[src/rtl/alu_flag_pkg.sv]
`timescale 1ns/1ps
package alu_flag_pkg;

  localparam int OP_W = 4;

  typedef enum logic [OP_W-1:0] {
    OP_ADD   = 4'd0,
    OP_SUB   = 4'd1,
    OP_CMP   = 4'd2,
    OP_NEG   = 4'd3,
    OP_LOGIC = 4'd4,
    OP_MUL   = 4'd5,
    OP_DIV   = 4'd6,
    OP_SHL   = 4'd7,
    OP_SHR   = 4'd8,
    OP_PRIO  = 4'd9,
    OP_BIT1  = 4'd10,
    OP_BIT2  = 4'd11
  } op_e;

  typedef struct packed {
    logic n;
    logic c;
    logic v;
  } flags_t;

  localparam int FLAG_W = $bits(flags_t);

endpackage

[src/rtl/flag_sign.sv]
`timescale 1ns/1ps
// Width-dependent sign and range tests for the selected data size.
module flag_sign #(
  parameter int DATA_W = 16,
  parameter int BYTE_W = 8
) (
  input  logic              byte_sel,
  input  logic [DATA_W-1:0] opa,
  input  logic [DATA_W-1:0] opb,
  input  logic [DATA_W-1:0] res,
  output logic              sign_res,
  output logic              ovf_add,
  output logic              ovf_sub,
  output logic              ovf_neg,
  output logic              zero_b
);

  localparam int WTOP = DATA_W - 1;
  localparam int BTOP = BYTE_W - 1;

  // the top bit, value is the most negative number of its width
  function automatic logic is_min_neg(input logic top, input logic [DATA_W-1:0] rest, input int unsigned w);
    logic below;
    below = 1'b0;
    for (int i = 0; i < DATA_W - 1; i++) begin
      if (i < int'(w) - 1) below = below | rest[i];
    end
    return top & ~below;
  endfunction

  function automatic logic add_range(input logic sa, input logic sb, input logic sr);
    return (sa == sb) && (sr != sa);
  endfunction

  function automatic logic sub_range(input logic sa, input logic sb, input logic sr);
    return (sa != sb) && (sr != sa);
  endfunction

  logic sign_a, sign_b;
  logic mneg_a;
  logic unused_res;

  generate
    if (BYTE_W < DATA_W) begin : g_two_sizes
      assign sign_a   = byte_sel ? opa[BTOP] : opa[WTOP];
      assign sign_b   = byte_sel ? opb[BTOP] : opb[WTOP];
      assign sign_res = byte_sel ? res[BTOP] : res[WTOP];
      assign zero_b   = byte_sel ? (opb[BTOP:0] == '0) : (opb == '0);
      assign mneg_a   = byte_sel ? is_min_neg(opa[BTOP], opa, BYTE_W)
                                 : is_min_neg(opa[WTOP], opa, DATA_W);
      assign unused_res = ^{res[WTOP-1:BTOP+1], res[BTOP-1:0]};
    end else begin : g_word_only
      assign sign_a   = opa[WTOP];
      assign sign_b   = opb[WTOP];
      assign sign_res = res[WTOP];
      assign zero_b   = (opb == '0);
      assign mneg_a   = is_min_neg(opa[WTOP], opa, DATA_W);
      assign unused_res = ^{byte_sel, res[WTOP-1:0]};
    end
  endgenerate

  assign ovf_add = add_range(sign_a, sign_b, sign_res);
  assign ovf_sub = sub_range(sign_a, sign_b, sign_res);
  assign ovf_neg = mneg_a;

endmodule

[src/rtl/flag_select.sv]
`timescale 1ns/1ps
// Per-class choice of the next N, C and V values.
module flag_select
  import alu_flag_pkg::*;
(
  input  op_e    op,
  input  logic   sign_res,
  input  logic   ovf_add,
  input  logic   ovf_sub,
  input  logic   ovf_neg,
  input  logic   zero_b,
  input  logic   carry,
  input  logic   shift_last,
  input  logic   cnt_zero,
  input  logic   sticky,
  input  logic   md_ovf,
  input  logic   bit_a,
  input  logic   bit_b,
  output flags_t nxt
);

  logic shift_c;
  assign shift_c = shift_last & ~cnt_zero;

  always_comb begin
    nxt.n = sign_res;
    nxt.c = 1'b0;
    nxt.v = 1'b0;
    unique case (op)
      OP_ADD: begin
        nxt.c = carry;
        nxt.v = ovf_add;
      end
      OP_SUB, OP_CMP: begin
        nxt.c = ~carry;
        nxt.v = ovf_sub;
      end
      OP_NEG: begin
        nxt.c = ~carry;
        nxt.v = ovf_neg;
      end
      OP_MUL:  nxt.v = md_ovf;
      OP_DIV:  nxt.v = md_ovf | zero_b;
      OP_SHL:  nxt.c = shift_c;
      OP_SHR: begin
        nxt.c = shift_c;
        nxt.v = sticky & ~cnt_zero;
      end
      OP_BIT1: nxt.n = bit_a;
      OP_BIT2: begin
        nxt.n = bit_a ^ bit_b;
        nxt.c = bit_a & bit_b;
      end
      default: ;
    endcase
  end

endmodule

[src/rtl/flag_store.sv]
`timescale 1ns/1ps
// Strobed status register, cleared by reset.
module flag_store #(
  parameter int WIDTH = 3
) (
  input  logic             clk,
  input  logic             rst_n,
  input  logic             wr,
  input  logic [WIDTH-1:0] d,
  output logic [WIDTH-1:0] q
);

  always_ff @(posedge clk or negedge rst_n) begin
    if (!rst_n)  q <= '0;
    else if (wr) q <= d;
  end

endmodule

[src/rtl/alu_flag_gen.sv]
`timescale 1ns/1ps
module alu_flag_gen
  import alu_flag_pkg::*;
#(
  parameter int DATA_W = 16,
  parameter int BYTE_W = 8,
  parameter int CNT_W  = 5
) (
  input  logic              clk,
  input  logic              rst_n,
  input  logic [OP_W-1:0]   op_i,
  input  logic              byte_i,
  input  logic [DATA_W-1:0] opa_i,
  input  logic [DATA_W-1:0] opb_i,
  input  logic [DATA_W-1:0] res_i,
  input  logic              carry_i,
  input  logic              shift_last_i,
  input  logic [CNT_W-1:0]  shift_cnt_i,
  input  logic              shift_sticky_i,
  input  logic              md_ovf_i,
  input  logic              bit_a_i,
  input  logic              bit_b_i,
  input  logic              wr_i,
  output logic              n_o,
  output logic              c_o,
  output logic              v_o
);

  // named internal events
  op_e    op_q;
  logic   sign_res;
  logic   ovf_add, ovf_sub, ovf_neg;
  logic   divisor_zero;
  logic   cnt_zero;
  flags_t nxt_flags;
  flags_t cur_flags;

  assign op_q     = op_e'(op_i);
  assign cnt_zero = (shift_cnt_i == '0);

  flag_sign #(.DATA_W(DATA_W), .BYTE_W(BYTE_W)) u_sign (
    .byte_sel (byte_i),
    .opa      (opa_i),
    .opb      (opb_i),
    .res      (res_i),
    .sign_res (sign_res),
    .ovf_add  (ovf_add),
    .ovf_sub  (ovf_sub),
    .ovf_neg  (ovf_neg),
    .zero_b   (divisor_zero)
  );

  flag_select u_sel (
    .op         (op_q),
    .sign_res   (sign_res),
    .ovf_add    (ovf_add),
    .ovf_sub    (ovf_sub),
    .ovf_neg    (ovf_neg),
    .zero_b     (divisor_zero),
    .carry      (carry_i),
    .shift_last (shift_last_i),
    .cnt_zero   (cnt_zero),
    .sticky     (shift_sticky_i),
    .md_ovf     (md_ovf_i),
    .bit_a      (bit_a_i),
    .bit_b      (bit_b_i),
    .nxt        (nxt_flags)
  );

  flag_store #(.WIDTH(FLAG_W)) u_store (
    .clk   (clk),
    .rst_n (rst_n),
    .wr    (wr_i),
    .d     (nxt_flags),
    .q     (cur_flags)
  );

  assign n_o = cur_flags.n;
  assign c_o = cur_flags.c;
  assign v_o = cur_flags.v;

endmodule

[config.mk]
export PLATFORM = sky130hd
export DESIGN_NAME = alu_flag_gen
export DESIGN_NICKNAME = d
export VERILOG_FILES = /design/src/rtl/alu_flag_pkg.sv /design/src/rtl/flag_sign.sv /design/src/rtl/flag_select.sv /design/src/rtl/flag_store.sv /design/src/rtl/alu_flag_gen.sv
export SDC_FILE = /design/constraint.sdc
export NUM_CORES = 1
export LEC_CHECK = 0
export ABC_AREA = 0
export ABC_CLOCK_PERIOD_IN_PS = 2400
export CAP_MARGIN = 20
export CORE_UTILIZATION = 25
export CTS_CLUSTER_SIZE = 24
export DETAILED_ROUTE_END_ITERATION = 16
export GPL_ROUTABILITY_DRIVEN = 0
export GPL_TIMING_DRIVEN = 1
export PLACE_DENSITY = 0.91
export SLEW_MARGIN = 40
export SYNTH_ARGS = -nofsm -noshare
export SYNTH_HDL_FRONTEND = slang
export SYNTH_SLANG_ARGS = --single-unit
[constraint.sdc]
create_clock -name clk -period 2.4 [get_ports clk]
set_clock_uncertainty 0.1 [all_clocks]
set_input_delay 0.36 -clock clk [delete_from_list [all_inputs] [get_ports clk]]
set_output_delay 0.36 -clock clk [all_outputs]
set_load 0.005 [all_outputs]
* After elaboration in Yosys (flattened, before gate mapping) *
Cells that the tools add are included.

operators by class
  bitwise gates (word level) = 25
  reductions and logical operators = 9
  mux-type cells = 8
  eq/ne operators = 12

operators with widths
  cell                number
  $logic_not 16->1    1
  $or 1x1->1          15
  $eq 4x3->1 const B  3
  $eq 4x4->1 const B  3
  $eq 4x2->1 const B  2
  $logic_not 8->1     1
  $pmux 1 s6          1
  $and 1x1->1         5
  $logic_not 5->1     1
  $mux 1              5
  $eq 4x1->1 const B  1
  $logic_not 4->1     1
  $not 1->1           4
  $pmux 1 s4          1
  $reduce_or 2->1     2
  $reduce_or 3->1     1
  $logic_and 1x1->1   2
  $ne 1x1->1          2
  $pmux 1 s2          1
  $eq 1x1->1          1
  $xor 1x1->1         1

storage, ports and cells
  bits in registers = 3
  logic and storage cells = 55

* Depth between registers and ports, before layout *
  depth in word-level cells = 18
  depth in mapped cells = 6
  mapped depth without buffers = 5

* Modules after synthesis *
From an unflattened synthesis, not the netlist that was laid out.

second synthesis, totals
  cells, all modules = 61
  area total of the unflattened synthesis = 479.2 um2

by module, submodules not included
  module        cells an instance  seq. area each (um2)  times used  area an instance (um2)
  flag_select   27                 0.0                   1           193.9
  flag_sign     26                 0.0                   1           165.2
  flag_store    6                  75.1                  1           108.9
  alu_flag_gen  2                  0.0                   1           11.3

* Least setup slack after synthesis *
Ideal clock, no wire load.

  path kind = in2reg
  start = input port bit_a_i
  end = register u_store.q[2]
  slack = 0.946 ns
  stages = 4
  required time = 2.161 ns
  arrival time = 1.214 ns
  cells stage by stage = ha_1 > mux2_2 > o311ai_0 > o21ai_0

on the way
  longest elaborated chain between the ends = 2

ends and longest elaborated chain
  element                 line                source
  start: declaration      alu_flag_gen.sv:21  input logic bit_a_i,
  $xor 1x1->1             flag_select.sv:51   nxt.n = bit_a ^ bit_b;
  $pmux 1 s2 *            flag_select.sv:29   unique case (op)
  end signal: assignment  flag_store.sv:14    if (!rst_n) q <= '0;
  end signal: assignment  flag_store.sv:15    else if (wr) q <= d;
  end: declaration        flag_store.sv:10    output logic [WIDTH-1:0] q

Every way passes the cells marked *; elsewhere a longest branch is shown, timed or not.
A chain may end at the register's enable or synchronous reset.

* Worst setup path in the final report *
  start = input port op_i[1]
  end = register u_store.q[1]

on the way
  longest elaborated chain between the ends = 3
  elaborated cells between the ends (all ways) = 10
  classes of those cells = eq/ne (6); mux (1); reduce/logical (3)

ends and longest elaborated chain
  element                                                                     line                source
  start: declaration                                                          alu_flag_gen.sv:11  input logic [OP_W-1:0] op_i,
  $eq 4x1->1, or another cell as far along                                    flag_select.sv:29
  $reduce_or 3->1 (no source line) / $reduce_or 2->1 (equally long branches)  -
  $pmux 1 s4 *                                                                flag_select.sv:29

Marks and branches as above.

==> run metrics <==
largest net degree at the start of global routing=10; switching power of the nets=72.00 uW; number of setup violations in the final report=0; initial antenna violation count=0; final HPWL from detailed placement=between 1500 and 2000 microns; post-detailed-route DRC marker count=0; synth unique cells=31; Adder-Cell Fraction of Synth Area=2.625%; post-cts repair resize count=0; met3 Use GR=under 10%; TritonCTS clock tree=built; first-pass GRT wire length=between 2000 and 3000 microns; global routing usage summed across all routing layers=16.98%; number of cell instances on the worst register-to-register path=4; startpoint of the worst setup timing path=op_i[1]; Worst Slack Setup Final=~0.57 ns; IO buf count=55; Clk Tree Root Cell=sky130_fd_sc_hd__clkbuf_4; Switching Fraction=24.74%; Post-CTS Repair Setup Buffers=0; cell chain of the critical path=clkdlybuf4s50_1, nor2_1, and3_1, o21bai_1, a32oi_1, a21oi_1; maximum vdd drop=0.2071 mV; flip-flop count of the largest register after layout=3; layout cell share with drive strength beyond 1=6.723%; final worst path period share=76.33%; flop-to-flop setup slack=1.22 ns; gr busiest metal=met2; pin slew with the least headroom to its limit=0.2881 ns; fraction of power consumed by combinational cells=between 50% and 60%; Seq pwr share=19.9%; CTS Buffer Depth=2; Clock transition at path regs=0.04 ns; Setup crit start kind=input pin; Inst Count DP=140; number of hold buffers added after CTS=0; cell family with the largest share of critical-path delay=buffers and inverters; worst setup slack after placement=0.3312 ns; total power divided by cell area=274.2 nW/um^2; Hold Fails Final Rpt=0; Tightest Hold Check Type=input pin to asynchronous set/reset pin; synthesized-area fraction occupied by ao, oa, aoi and oai cells=26.77%; Int Pwr=219.0 uW; largest registers in the final layout=u_store.q (3); worst slew margin relative to its limit=80.24%; Slew Limit Fails=0; total wirelength of the detailed-routed design=1778 microns; crit-path max FO=9; Total Negative Setup Slacks=0 ns; cell type of the slowest stage on the worst timing path=sky130_fd_sc_hd__clkdlybuf4s50_1; floorplan die width=45.67 microns; Sinks on Clock Net=3; xor/xnor share of the synthesized area=1.837%; Slowest Stage Delay on Critical Path=0.63 ns; effective utilization at floorplan=roughly 27%; number of H-tree levels=1; shortest period the worst path allows=between 1.5 and 2 ns; kind of critical path=input pin to flop; number of storage elements in the synthesis netlist=3; I/O pin cnt=70; worst reg2reg endpoint=u_store.q[0]$_DFFE_PN0P_; area growth from synthesis to final layout=122.6%; mean instance size in the synthesized netlist=7.567 sq um; Placement Rows=15; drt pass-1 iters=4; Num CTS Buffers=3; critical path endpoint category=flop; combinational family with the most area after synthesis=simple AND/OR/NAND/NOR gates; die span in y=around 46 microns; Die Footprint=2085 sq um; highest achievable clock rate=545.9 MHz; area of the core=1764 sq um; number of nets in the synthesized netlist=~130; via total after detailed routing=721; status=finished, final reports clean; mux share of post-synthesis cell area=between 10% and 20%; final instance count without filler cells=144; setup repair after global routing missed its margin=false; Most flops, register=u_store.q; grt total ovfl=0; number of antenna repair diodes=0; sequential cell area fraction in the yosys report=15.75%; data required time of the critical path=2.40 ns; met1 Usage GRT=15.59%; combined area of all synthesized cells=476.7 sq um; clock network fraction of total power=~30%; Critical Path AT=between 1.5 and 2 ns; via/cell ratio=5.007; number of DRC markers in iteration 0=5; leakage=slightly below 0.4 nW; vias in the first global route=roughly 690; Avg WL per Cell=12.35 microns; simple logic cell fraction of the synthesized area=34.65%; post-synthesis cell count=between 60 and 70; startpoint of the worst register-to-register path=u_store.q[0]$_DFFE_PN0P_; Layout Nets=188; Antenna Nets Post-Route=0; count of buffering cells on the critical path with inverters included=1; clock latency of the later-clocked register in the worst-skew pair=0.23 ns; Synth warnings=0; max-cap violation count=0; met2 layer usage reported by global route=33.43%
[Yosys cell counts]
cell	number	area [sq um]
sky130_fd_sc_hd__nor2_1	7	26.28
sky130_fd_sc_hd__nand2_1	6	22.52
sky130_fd_sc_hd__nor4_1	5	31.28
sky130_fd_sc_hd__a21oi_1	3	15.01
sky130_fd_sc_hd__dfrtp_1	3	75.07
sky130_fd_sc_hd__inv_1	3	11.26
sky130_fd_sc_hd__mux2i_1	3	30.03
sky130_fd_sc_hd__a211oi_1	2	15.01
sky130_fd_sc_hd__a31oi_1	2	12.51
sky130_fd_sc_hd__a32oi_1	2	17.52
sky130_fd_sc_hd__buf_2	2	10.01
sky130_fd_sc_hd__mux2_2	2	22.52
sky130_fd_sc_hd__nand3_1	2	10.01
sky130_fd_sc_hd__nor3_1	2	10.01
sky130_fd_sc_hd__nor4_2	2	25.02
sky130_fd_sc_hd__o21ai_0	2	10.01
sky130_fd_sc_hd__a311oi_1	1	8.760
sky130_fd_sc_hd__a32o_1	1	10.01
sky130_fd_sc_hd__and3_1	1	6.260
sky130_fd_sc_hd__clkbuf_8	1	13.76
sky130_fd_sc_hd__ha_1	1	12.51
sky130_fd_sc_hd__nand2b_1	1	6.260
sky130_fd_sc_hd__nor4b_1	1	8.760
sky130_fd_sc_hd__o2111ai_1	1	8.760
sky130_fd_sc_hd__o21bai_1	1	7.510
sky130_fd_sc_hd__o22ai_1	1	6.260
sky130_fd_sc_hd__o311ai_0	1	8.760
sky130_fd_sc_hd__o31ai_1	1	7.510
sky130_fd_sc_hd__or2b_1	1	7.510
sky130_fd_sc_hd__or4_4	1	11.26
sky130_fd_sc_hd__xnor2_1	1	8.760
[kinds of logic after synthesis]
| family | Yosys count |
|---|---|
| XOR/XNOR | 1 |
| buffers and inverters | 6 |
| AO/OA/AOI/OAI | 18 |
| multiplexers | 5 |
| flip-flops | 3 |
| AND/OR/NAND/NOR | 29 |
| adder cells (fa/ha/maj) | 1 |
[worst reg2reg max path, delay by kind of cell (launching register included)]
family	cells	cell delay [ns]
AOI/OAI and AO/OA	3	0.49
DFF	1	0.36
and+or+nand+nor	1	0.09
[stage by stage]
step	hold WS (ns)	instance area (sq um)	utilization, %	total power [mW]
floorplan	-0.03559	476.7	-	0.1012
global placement	0.4393	1035	58.65	0.2020
detailed placement	0.4448	1035	58.65	0.2063
CTS	0.2085	1061	60.14	0.2963
global route	0.2165	1061	60.14	0.3124
finish	0.2128	1061	60.14	0.2910
[worst max-delay path by stage]
| stage | slack, ns | cells past startpoint | endpoint |
|---|---|---|---|
| after floorplan | 0.95 | 4 | u_store.q[2]$_DFFE_PN0P_ |
| after detailed placement | 0.33 | 6 | u_store.q[1]$_DFFE_PN0P_ |
| after CTS | 0.58 | 6 | u_store.q[1]$_DFFE_PN0P_ |
| final | 0.57 | 6 | u_store.q[1]$_DFFE_PN0P_ |
| after global placement | 0.38 | 5 | u_store.q[0]$_DFFE_PN0P_ |
| after global routing | 0.44 | 5 | u_store.q[0]$_DFFE_PN0P_ |
[routing by layer]
layer	up-vias	wire (microns)
met1	317	628
met4	0	0
met3	0	249
met5	-	0
met2	43	901
li1	361	-
[cell usage in the layout (no fill, tap or decap)]
cell type | netlist | final
sky130_fd_sc_hd__ha_1 | 1 | 1
sky130_fd_sc_hd__clkdlybuf4s50_1 | 0 | 55
sky130_fd_sc_hd__a32o_1 | 1 | 1
sky130_fd_sc_hd__a311oi_1 | 1 | 1
sky130_fd_sc_hd__a21oi_1 | 3 | 3
sky130_fd_sc_hd__or4_4 | 1 | 1
sky130_fd_sc_hd__and3_1 | 1 | 1
sky130_fd_sc_hd__nor4_2 | 2 | 2
sky130_fd_sc_hd__a31oi_1 | 2 | 2
sky130_fd_sc_hd__o311ai_0 | 1 | 1
sky130_fd_sc_hd__a211oi_1 | 2 | 2
sky130_fd_sc_hd__o21bai_1 | 1 | 1
sky130_fd_sc_hd__nand2b_1 | 1 | 1
sky130_fd_sc_hd__nor3_1 | 2 | 2
sky130_fd_sc_hd__nor2_1 | 7 | 7
sky130_fd_sc_hd__mux2i_1 | 3 | 3
sky130_fd_sc_hd__a32oi_1 | 2 | 2
sky130_fd_sc_hd__nor4_1 | 5 | 5
sky130_fd_sc_hd__o31ai_1 | 1 | 1
sky130_fd_sc_hd__o21ai_0 | 2 | 2
sky130_fd_sc_hd__or2b_1 | 1 | 1
sky130_fd_sc_hd__dfrtp_1 | 3 | 3
sky130_fd_sc_hd__nand3_1 | 2 | 2
sky130_fd_sc_hd__inv_1 | 3 | 3
sky130_fd_sc_hd__clkbuf_4 | 0 | 3
sky130_fd_sc_hd__xnor2_1 | 1 | 1
sky130_fd_sc_hd__clkbuf_1 | 0 | 1
sky130_fd_sc_hd__o22ai_1 | 1 | 1
sky130_fd_sc_hd__nand2_1 | 6 | 6
sky130_fd_sc_hd__o2111ai_1 | 1 | 1
sky130_fd_sc_hd__nor4b_1 | 1 | 1
sky130_fd_sc_hd__mux2_2 | 2 | 2
[layout make-up]
| cell class | count | area, sq um |
|---|---|---|
| Clock buffer | 4 | 26.28 |
| Fill cell | 168 | 703.2 |
| Inverter | 3 | 11.26 |
| Multi-Input combinational cell | 54 | 366.6 |
| Sequential cell | 3 | 75.07 |
| Tap cell | 25 | 31.28 |
| Timing Repair Buffer | 55 | 550.5 |
[power by group through the flow]
stage / registers, mW / logic (mW) / clock network [mW]
floorplan: 0.0585 / 0.0427 / 0
global placement: 0.0582 / 0.144 / 0
detailed placement: 0.0584 / 0.148 / 0
CTS: 0.0579 / 0.149 / 0.0899
global route: 0.0584 / 0.160 / 0.0940
finish: 0.0578 / 0.148 / 0.0856
Power figures use the tool's default switching activity.
